<file path="config.mk">
export PLATFORM = sky130hd
export DESIGN_NAME = spi_ctrl_port
export DESIGN_NICKNAME = d
export VERILOG_FILES = /design/src/rtl/spi_port_pkg.sv /design/src/rtl/spi_pin_sync.sv /design/src/rtl/spi_xfer_engine.sv /design/src/rtl/spi_reg_bank.sv /design/src/rtl/spi_ctrl_port.sv
export SDC_FILE = /design/constraint.sdc
export NUM_CORES = 1
export LEC_CHECK = 0
export BUFFER_PORTS_ARGS = -buffer_cell sky130_fd_sc_hd__buf_4
export CORE_ASPECT_RATIO = 0.6
export CORE_MARGIN = 3
export CORE_UTILIZATION = 40
export DETAILED_ROUTE_END_ITERATION = 10
export GPL_TIMING_DRIVEN = 0
export SLEW_MARGIN = 30
export SYNTH_ARGS = -nofsm -noshare
export SYNTH_HDL_FRONTEND = slang
export SYNTH_SLANG_ARGS = --single-unit
</file>
<file path="constraint.sdc">
create_clock -name clk -period 6.05 [get_ports clk]
set_clock_uncertainty 0.05 [all_clocks]
set_input_delay 1.21 -clock clk [delete_from_list [all_inputs] [get_ports clk]]
set_output_delay 1.21 -clock clk [all_outputs]
set_load 0.01 [all_outputs]
</file>
<file path="src/rtl/spi_port_pkg.sv">
package spi_port_pkg;

    localparam int BYTE_W    = 8;
    localparam int ADDR_W    = 5;
    localparam int BIT_BIDIR = 7;
    localparam int BIT_LSB   = 6;
    localparam int BIT_SRST  = 5;

    typedef enum logic [1:0] {
        PH_INSTR = 2'd0,
        PH_DATA  = 2'd1,
        PH_DONE  = 2'd2
    } phase_e;

    typedef struct packed {
        logic              rd;
        logic [ADDR_W-1:0] addr;
    } instr_t;

    function automatic logic [BYTE_W-1:0] bit_rev(input logic [BYTE_W-1:0] v);
        logic [BYTE_W-1:0] r;
        for (int k = 0; k < BYTE_W; k++) r[k] = v[BYTE_W-1-k];
        return r;
    endfunction

    // arrived[7] is the first bit on the wire
    function automatic instr_t decode_instr(input logic [BYTE_W-1:0] arrived,
                                            input logic lsb_first);
        instr_t t;
        logic [BYTE_W-1:0] r;
        r = bit_rev(arrived);
        if (lsb_first) begin
            t.rd   = r[0];
            t.addr = r[ADDR_W:1];
        end else begin
            t.rd   = arrived[BYTE_W-1];
            t.addr = arrived[ADDR_W-1:0];
        end
        return t;
    endfunction

    function automatic logic [BYTE_W-1:0] reg_default(input int idx);
        if (idx == 0) return '0;
        return BYTE_W'((idx * 37 + 3) % 256);
    endfunction

endpackage

</file>
<file path="src/rtl/spi_pin_sync.sv">
module spi_pin_sync (
    input  logic clk,
    input  logic rst,
    input  logic sclk,
    input  logic cs_n,
    input  logic sdi,
    output logic sclk_rise,
    output logic sclk_fall,
    output logic sel,
    output logic sdi_s
);
    logic sclk_q;
    logic sclk_d;
    logic cs_q;

    always_ff @(posedge clk) begin
        if (rst) begin
            sclk_q <= 1'b0;
            sclk_d <= 1'b0;
            cs_q   <= 1'b1;
            sdi_s  <= 1'b0;
        end else begin
            sclk_q <= sclk;
            sclk_d <= sclk_q;
            cs_q   <= cs_n;
            sdi_s  <= sdi;
        end
    end

    assign sel       = ~cs_q;
    assign sclk_rise = sel &  sclk_q & ~sclk_d;
    assign sclk_fall = sel & ~sclk_q &  sclk_d;
endmodule

</file>
<file path="src/rtl/spi_xfer_engine.sv">
module spi_xfer_engine
    import spi_port_pkg::*;
#(
    parameter int NUM_REGS = 10
) (
    input  logic                               clk,
    input  logic                               rst,
    input  logic                               sclk_rise,
    input  logic                               sclk_fall,
    input  logic                               sel,
    input  logic                               sdi,
    input  logic                               lsb_first,
    input  logic [NUM_REGS-1:0][BYTE_W-1:0]    regs,
    output logic                               wr_en,
    output logic [ADDR_W-1:0]                  wr_addr,
    output logic [BYTE_W-1:0]                  wr_data,
    output logic                               tx_bit,
    output logic                               tx_en
);
    localparam int CNT_W = $clog2(BYTE_W);

    phase_e            phase;
    logic [CNT_W-1:0]  cnt;
    logic [BYTE_W-1:0] arr;
    logic [BYTE_W-1:0] tx_sh;
    logic              rd_q;
    logic [BYTE_W-1:0] arr_nx;
    logic [BYTE_W-1:0] rd_val;
    instr_t            ins;
    logic              last_bit;

    assign arr_nx   = {arr[BYTE_W-2:0], sdi};
    assign last_bit = (cnt == CNT_W'(BYTE_W - 1));

    always_comb begin
        ins    = decode_instr(arr_nx, lsb_first);
        rd_val = '0;
        for (int k = 0; k < NUM_REGS; k++) begin
            if (ins.addr == ADDR_W'(k)) rd_val = regs[k];
        end
    end

    always_ff @(posedge clk) begin
        if (rst) begin
            phase   <= PH_INSTR;
            cnt     <= '0;
            arr     <= '0;
            tx_sh   <= '0;
            rd_q    <= 1'b0;
            wr_en   <= 1'b0;
            wr_addr <= '0;
            wr_data <= '0;
            tx_bit  <= 1'b0;
            tx_en   <= 1'b0;
        end else if (!sel) begin
            phase <= PH_INSTR;
            cnt   <= '0;
            rd_q  <= 1'b0;
            wr_en <= 1'b0;
            tx_en <= 1'b0;
        end else begin
            wr_en <= 1'b0;
            if (sclk_rise) begin
                arr <= arr_nx;
                unique case (phase)
                    PH_INSTR: begin
                        cnt <= cnt + 1'b1;
                        if (last_bit) begin
                            phase   <= PH_DATA;
                            rd_q    <= ins.rd;
                            wr_addr <= ins.addr;
                            tx_sh   <= lsb_first ? bit_rev(rd_val) : rd_val;
                        end
                    end
                    PH_DATA: begin
                        cnt <= cnt + 1'b1;
                        if (last_bit) begin
                            phase <= PH_DONE;
                            if (!rd_q) begin
                                wr_en   <= 1'b1;
                                wr_data <= lsb_first ? bit_rev(arr_nx) : arr_nx;
                            end
                        end
                    end
                    default: ;
                endcase
            end
            if (sclk_fall && phase == PH_DATA && rd_q) begin
                tx_bit <= tx_sh[BYTE_W-1];
                tx_sh  <= {tx_sh[BYTE_W-2:0], 1'b0};
                tx_en  <= 1'b1;
            end
        end
    end
endmodule

</file>
<file path="src/rtl/spi_reg_bank.sv">
module spi_reg_bank
    import spi_port_pkg::*;
#(
    parameter int NUM_REGS = 10
) (
    input  logic                            clk,
    input  logic                            rst,
    input  logic                            wr_en,
    input  logic [ADDR_W-1:0]               wr_addr,
    input  logic [BYTE_W-1:0]               wr_data,
    output logic [NUM_REGS-1:0][BYTE_W-1:0] regs,
    output logic                            lsb_first,
    output logic                            bidir
);
    localparam logic [BYTE_W-1:0] KEEP0 = ~(BYTE_W'(1) << BIT_SRST);

    logic soft_clr;
    assign soft_clr = wr_en && (wr_addr == '0) && wr_data[BIT_SRST];

    always_ff @(posedge clk) begin
        if (rst) begin
            for (int k = 0; k < NUM_REGS; k++) regs[k] <= reg_default(k);
        end else if (wr_en) begin
            for (int k = 0; k < NUM_REGS; k++) begin
                if (k == 0) begin
                    if (wr_addr == '0) regs[0] <= wr_data & KEEP0;
                end else if (soft_clr) begin
                    regs[k] <= reg_default(k);
                end else if (wr_addr == ADDR_W'(k)) begin
                    regs[k] <= wr_data;
                end
            end
        end
    end

    assign lsb_first = regs[0][BIT_LSB];
    assign bidir     = regs[0][BIT_BIDIR];
endmodule

</file>
<file path="src/rtl/spi_ctrl_port.sv">
module spi_ctrl_port
    import spi_port_pkg::*;
#(
    parameter int NUM_REGS = 10
) (
    input  logic                         clk,
    input  logic                         rst,
    input  logic                         cs_n,
    input  logic                         sclk,
    input  logic                         sdio_i,
    output logic                         sdio_o,
    output logic                         sdio_oe,
    output logic                         sdo,
    output logic                         sdo_oe,
    output logic [NUM_REGS*BYTE_W-1:0]   cfg_regs
);
    logic                            sclk_rise;
    logic                            sclk_fall;
    logic                            sel;
    logic                            sdi_s;
    logic                            lsb_first;
    logic                            bidir;
    logic                            wr_en;
    logic [ADDR_W-1:0]               wr_addr;
    logic [BYTE_W-1:0]               wr_data;
    logic                            tx_bit;
    logic                            tx_en;
    logic [NUM_REGS-1:0][BYTE_W-1:0] regs;

    spi_pin_sync u_sync (
        .clk       (clk),
        .rst       (rst),
        .sclk      (sclk),
        .cs_n      (cs_n),
        .sdi       (sdio_i),
        .sclk_rise (sclk_rise),
        .sclk_fall (sclk_fall),
        .sel       (sel),
        .sdi_s     (sdi_s)
    );

    spi_xfer_engine #(.NUM_REGS(NUM_REGS)) u_xfer (
        .clk       (clk),
        .rst       (rst),
        .sclk_rise (sclk_rise),
        .sclk_fall (sclk_fall),
        .sel       (sel),
        .sdi       (sdi_s),
        .lsb_first (lsb_first),
        .regs      (regs),
        .wr_en     (wr_en),
        .wr_addr   (wr_addr),
        .wr_data   (wr_data),
        .tx_bit    (tx_bit),
        .tx_en     (tx_en)
    );

    spi_reg_bank #(.NUM_REGS(NUM_REGS)) u_bank (
        .clk       (clk),
        .rst       (rst),
        .wr_en     (wr_en),
        .wr_addr   (wr_addr),
        .wr_data   (wr_data),
        .regs      (regs),
        .lsb_first (lsb_first),
        .bidir     (bidir)
    );

    for (genvar g = 0; g < NUM_REGS; g++) begin : g_flat
        assign cfg_regs[g*BYTE_W +: BYTE_W] = regs[g];
    end

    assign sdio_o  = tx_bit;
    assign sdo     = tx_bit;
    assign sdio_oe = tx_en &  bidir;
    assign sdo_oe  = tx_en & ~bidir;
endmodule

</file>
==> impl_metrics.json, run 1 <==
{
  "antenna_found_initial": 0,
  "portBuffers": 87,
  "leakage_nw": 3.10,
  "mostFrequentLayoutCells": "dfxtp_1, buf_4, nand2_1",
  "timing_hold_violations_final": 0,
  "switching_share_pct": 21.4,
  "cellPowerDensity_nw_per_um2": 282,
  "gp_congestion": 0.897,
  "hold_buffers": 0,
  "grt_pass1_wl_um": 30300,
  "timing_worst_setup_path_type": "flip-flop to flip-flop",
  "start_util_pct": 42.5,
  "fp.dieArea_um2": 15600,
  "cts_sinks": 120,
  "setup_viol_count_final": 0,
  "vias": 5337,
  "internal_power_w": 0.00160,
  "dieWidth_um": 159,
  "overflow": 0,
  "path_max_fanout": 10,
  "firstDrtPassIters": 8,
  "max_slew_margin_pct": 37.4,
  "core.rowCount": 32,
  "drv_slew": 0,
  "cts_root_buf": "clkbuf_16",
  "synth_area_um2": 5650,
  "cts_tree": "yes",
  "pwr-share-clk_pct": 56.9,
  "ir_drop_uv": 207,
  "route.detailed.drc": 0,
  "r2r_slack_ns": 3.33,
  "hold_slack_ns": 0.418,
  "syn2layout_area_growth_pct": 27.8,
  "post_cts_buffers": 0,
  "yosysSeqAreaShare_pct": 43.8,
  "cts_made_buffers": 17,
  "pin_count": 89,
  "synth_edf_count": 7,
  "seq_area_um2": 2470,
  "grt_setup_unrepaired": "false",
  "start_kind": "flip-flop",
  "synth-seq-cells": 120,
  "die_h_um": 98.0,
  "multi_input_area_um2": 2920,
  "max_cap_viol_count": 0,
  "grt_use_total_pct": 25.2,
  "grt_max_degree": 17,
  "wl_per_cell_um": 21.7,
  "async_flop_share_pct": 0,
  "synthCells": 619,
  "dp_hpwl_um": 14500,
  "yosys_warnings": 0,
  "antennaDiodeCount": 0,
  "nNetsFinal": 732,
  "final_common_cell": "dfxtp_1",
  "cts_resized": 0,
  "cp_data_required_time_ns": 6.35,
  "nFillCells": 1253,
  "worst_slew_pin_slew_ns": 0.937,
  "synth_cell_type_count": 73,
  "endpoint_kind": "flip-flop",
  "wl_um": 20000,
  "setup_tns_ns": 0,
  "ant_nets": 0,
  "cts_max_path_buffers": 2,
  "synth_ff_type": "dfxtp_1",
  "power_frac_comb_pct": 3.5,
  "core_um2": 13300,
  "status": "finished, final reports clean",
  "p_switching_w": 0.000434,
  "drive_gt1_share_pct": 22.4,
  "clk_latency_ns": 0.41,
  "critPathArrivalTime_ns": 3.02,
  "syn_area_per_cell_um2": 9.12,
  "htreeDepth": 4,
  "hold_path.class": "flip-flop to flip-flop",
  "routed_via_density": 5.77,
  "fin_crit_sh_pct": 44.9,
  "grt_pass1_vias": 5072,
  "drt_iter0_drc": 667,
  "power_frac_seq_pct": 39.7,
  "syn-num-nets": 626,
  "clk_pin_slew_ns": 0.05,
  "fmax_mhz": 368,
  "period_minus_slack_ns": 2.72
}
-- routing by layer --
metal	wire [um]	GRT usage, %
met5	0	0
met4	214	7.06
met3	2310	6.57
met2	8310	35.0
met1	9190	38.3
-- worst paths after layout --
| path | from | to | depth (start not counted) |
|---|---|---|---|
| worst max-delay path | u_bank.lsb_first | u_xfer.tx_sh[0] | 7 |
| worst min-delay path | u_xfer.tx_sh[7] | u_xfer.tx_bit | 2 |
| worst max register to register | u_bank.lsb_first | u_xfer.tx_sh[0] | 7 |
| worst min register to register | u_xfer.tx_sh[7] | u_xfer.tx_bit | 2 |
-- per-stage QoR --
step	total power (W)	cells	cell area, um^2	util, %	worst slack (ns)
floorplan	0.000864	619	5650	-	3.74
global placement	0.000890	893	6530	49.2	2.79
detailed placement	0.000891	893	6530	49.2	2.76
CTS	0.00204	925	7200	54.2	3.19
global route	0.00208	925	7210	54.3	3.28
finish	0.00203	925	7210	54.3	3.33
-- cell type report --
class	instances	area share (%)
Multi-Input combinational cell	445	40.4
Clock buffer	21	6.66
Buffer	48	3.38
Inverter	6	0.312
Clock inverter	11	2.64
Sequential cell	120	34.3
Tap cell	187	3.24
Timing Repair Buffer	87	9.05
-- flip-flops by register name, indices dropped and copies added (netlist names), 2 cells and up --
name	flops
u_xfer.wr_data	8
u_xfer.wr_addr	5
u_xfer.arr	7
u_xfer.tx_sh	8
u_xfer.cnt	3
u_xfer.phase	2
u_bank.regs	77
-- power by group through the flow --
stage | Sequential (W) | Clock (W) | Combinational (W)
6_report | 0.000806 | 0.00116 | 0.0000710
5_1_grt | 0.000806 | 0.00120 | 0.0000740
4_1_cts | 0.000806 | 0.00116 | 0.0000683
3_5_place_dp | 0.000823 | 0 | 0.0000678
3_3_place_gp | 0.000823 | 0 | 0.0000672
2_1_floorplan | 0.000822 | 0 | 0.0000417
-- cells by family (layout without fill, tap and decap cells) --
logic type	count (synthesis)	in the layout	share of synthesized area [%]
xor gates and xnor gates	1	1	0.155
adders and majority gates	2	2	0.443
and+or+nand+nor	236	236	20.0
other	1	1	0.0664
buffers and inverters	54	173	4.72
AOI/OAI and AO/OA	122	122	15.5
muxes	83	83	15.4
DFF	120	120	43.8
-- Yosys cell counts (5+ instances only) --
library cell / number / area share, %
nand3_1: 15 / 1.3
mux2i_1: 75 / 13
a211oi_1: 13 / 1.7
nand2_1: 89 / 5.9
mux2_2: 5 / 1.0
nor3b_1: 5 / 0.66
clkbuf_1: 25 / 1.7
dfxtp_1: 113 / 40
buf_2: 9 / 0.80
buf_4: 6 / 0.80
o221ai_1: 6 / 0.93
a22oi_1: 10 / 1.3
edfxtp_1: 7 / 3.7
o21ai_0: 9 / 0.80
nor2b_1: 12 / 1.3
nor3_1: 8 / 0.71
nor2_1: 70 / 4.7
inv_1: 6 / 0.40
a21oi_1: 41 / 3.6
o22ai_1: 6 / 0.66
-- worst max-delay path, cell delays in order, from the launching register on --
cell,delay (ns)
edfxtp_1,0.51
buf_6,0.21
nor3b_2,0.44
nor2_1,0.26
o311ai_0,0.51
o21ai_1,0.26
a32oi_1,0.27
a32o_1,0.16
Power figures use the tool's default switching activity.
==> run 2, diff against run 1 <==
==> constraint.sdc (replaced) <==
create_clock -name clk -period 2.34 [get_ports clk]
set_clock_uncertainty 0.05 [all_clocks]
set_input_delay 0.468 -clock clk [delete_from_list [all_inputs] [get_ports clk]]
set_output_delay 0.468 -clock clk [all_outputs]
set_load 0.01 [all_outputs]
==> run 2 against run 1 <==
  * Via count is 1.5% higher
  * Hold slack worse by 0.22 ns
  * The run now ends with setup timing left
  * Critical endpoint unchanged
  * Sequential power increased to 2.6 times the previous value
  * Global-route usage increased by 0.063 points
  * First-iteration DRC count is 15% lower
  * Critical path type unchanged
==> impl_metrics.json, run 2 (synthesis results as in run 1) <==
{
  "start_util_pct": 42.5,
  "cp_data_required_time_ns": 2.65,
  "pin_count": 89,
  "nNetsFinal": 737,
  "syn2layout_area_growth_pct": 29.7,
  "critPathArrivalTime_ns": 2.72,
  "ir_drop_uv": 539,
  "hp-start": "cs_n",
  "leakage_nw": 3.15,
  "wl_um": 20200,
  "r2r_slack_ns": -0.08,
  "period_minus_slack_ns": 2.42,
  "hold_buffers": 0,
  "wl_per_cell_um": 21.7,
  "ant_nets": 0,
  "fin_cells": 930,
  "timing_worst_setup_path_type": "flip-flop to flip-flop",
  "firstDrtPassIters": 5,
  "fin_crit_sh_pct": 103,
  "gr-usage-met2_pct": 35.2,
  "grt_pass1_vias": 5108,
  "cts_made_buffers": 17,
  "worst_slew_pin_slew_ns": 0.852,
  "holdPathStages": 2,
  "start_kind": "flip-flop",
  "grt_use_total_pct": 25.3,
  "grt-busiest-layer": "met1",
  "drive_gt1_share_pct": 24.9,
  "cts_tree": "yes",
  "status": "complete, but fails checks",
  "setup_tns_ns": -0.302,
  "power_w": 0.00527,
  "cts_root_buf": "clkbuf_16",
  "mostFrequentLayoutCells": "dfxtp_1, buf_4, nand2_1",
  "vias": 5419,
  "route.detailed.drc": 0,
  "routed_via_density": 5.83,
  "place_area_um2": 6530,
  "fp.dieArea_um2": 15600,
  "antennaDiodeCount": 0,
  "dp_hpwl_um": 14500,
  "core_um2": 13300,
  "stdcell_area_um2": 7320,
  "final_common_cell": "dfxtp_1",
  "max_cap_viol_count": 0,
  "r2r_cells": 7,
  "setup_viol_count_final": 7,
  "drt_iter0_drc": 565,
  "grt_use_met1_pct": 38.2,
  "max_slew_margin_pct": 43.2,
  "cts_max_path_buffers": 2,
  "drv_slew": 0,
  "regMostFlops": "u_bank.regs",
  "reg.largest.list": "u_bank.regs (77), u_xfer.tx_sh (8), u_xfer.wr_data (8)",
  "gp_congestion": 0.897,
  "critPathLaunch": "u_bank.lsb_first",
  "holdPathEnd": "u_sync.cs_q",
  "htreeDepth": 4,
  "portBuffers": 87,
  "clk_latency_ns": 0.42,
  "core.rowCount": 32,
  "timing.rr.start": "u_bank.lsb_first",
  "violations": "setup timing",
  "cts_sinks": 120,
  "antenna_found_initial": 0,
  "grt_pass1_wl_um": 30400,
  "reg2reg_to": "u_xfer.tx_sh[0]",
  "grt_max_degree": 17,
  "overflow": 0,
  "cellPowerDensity_nw_per_um2": 720,
  "fmax_mhz": 414,
  "layout_setup_ws_ns": -0.0763,
  "largest_register_ffs": 77,
  "pre_cts_slack_ns": -0.224,
  "dieWidth_um": 159,
  "grtUsageMet3_pct": 6.99,
  "grt_setup_unrepaired": "true",
  "hold_path.class": "input pin to flip-flop",
  "dp_cells": 893,
  "path_max_fanout": 10,
  "clk_pin_slew_ns": 0.06,
  "nFillCells": 1236,
  "timing_hold_violations_final": 0,
  "die_h_um": 98.0,
  "endpoint_kind": "flip-flop"
}
==> run 2: cell types whose count changed in the layout (fill, tap and decap cells not counted), moves of 4 or more <==
cell,change
clkbuf_2,+4
clkbuf_1,-4
nor2_2,+4
nor2_1,-5
buf_4,+5
==> run 2: worst max-delay path, stage by stage (launching register included) <==
cell	delay, ns
edfxtp_1	0.46
buf_6	0.19
nor4b_2	0.50
nor2_4	0.14
o311ai_1	0.44
o21ai_2	0.17
a32oi_1	0.25
a32o_1	0.16
==> run 2: power by group <==
part	total [W]	switching, W	internal [W]
registers	0.00208	0.0000115	0.00207
clock network	0.00300	0.000993	0.00200
logic	0.000193	0.000130	0.0000626
==> run 2: how the worst max path moves through the flow <==
stage                           end  cells after the start
floorplan           u_xfer.tx_sh[3]                      7
global placement    u_bank.regs[30]                      5
detailed placement  u_xfer.tx_sh[0]                      7
CTS                 u_xfer.tx_sh[3]                      7
global route        u_xfer.tx_sh[3]                      7
finish              u_xfer.tx_sh[0]                      7
==> run 2: layout make-up <==
class / count / area, um^2 / area share (%)
inverters: 6 / 22.5 / 0.308
well taps: 187 / 234 / 3.20
multi-input cells: 445 / 2980 / 40.7
plain buffers: 48 / 249 / 3.40
clock inverters: 11 / 190 / 2.60
flip-flops and latches: 120 / 2470 / 33.8
clock buffers: 21 / 480 / 6.56
repair buffers: 92 / 691 / 9.43
==> run 2: per-layer routing <==
metal | vias to the layer above | wire length, um
li1 | 2431 | -
met1 | 2633 | 9290
met2 | 323 | 8280
met3 | 32 | 2330
met4 | 0 | 255
met5 | - | 0
==> run 2: what timing repair did <==
item,4_1_cts,5_1_grt
resized for setup,11,12
buffers inserted,3,2
setup endpoints to repair,28,37
pin swaps,0,4
endpoints found under the hold margin,0,0
==> run 2: through the flow <==
step                utilization (%)  hold slack [ns]
floorplan                         -            0.380
global placement               49.2            0.406
detailed placement             49.2            0.410
CTS                            54.7            0.188
global route                   55.1            0.198
finish                         55.1            0.197
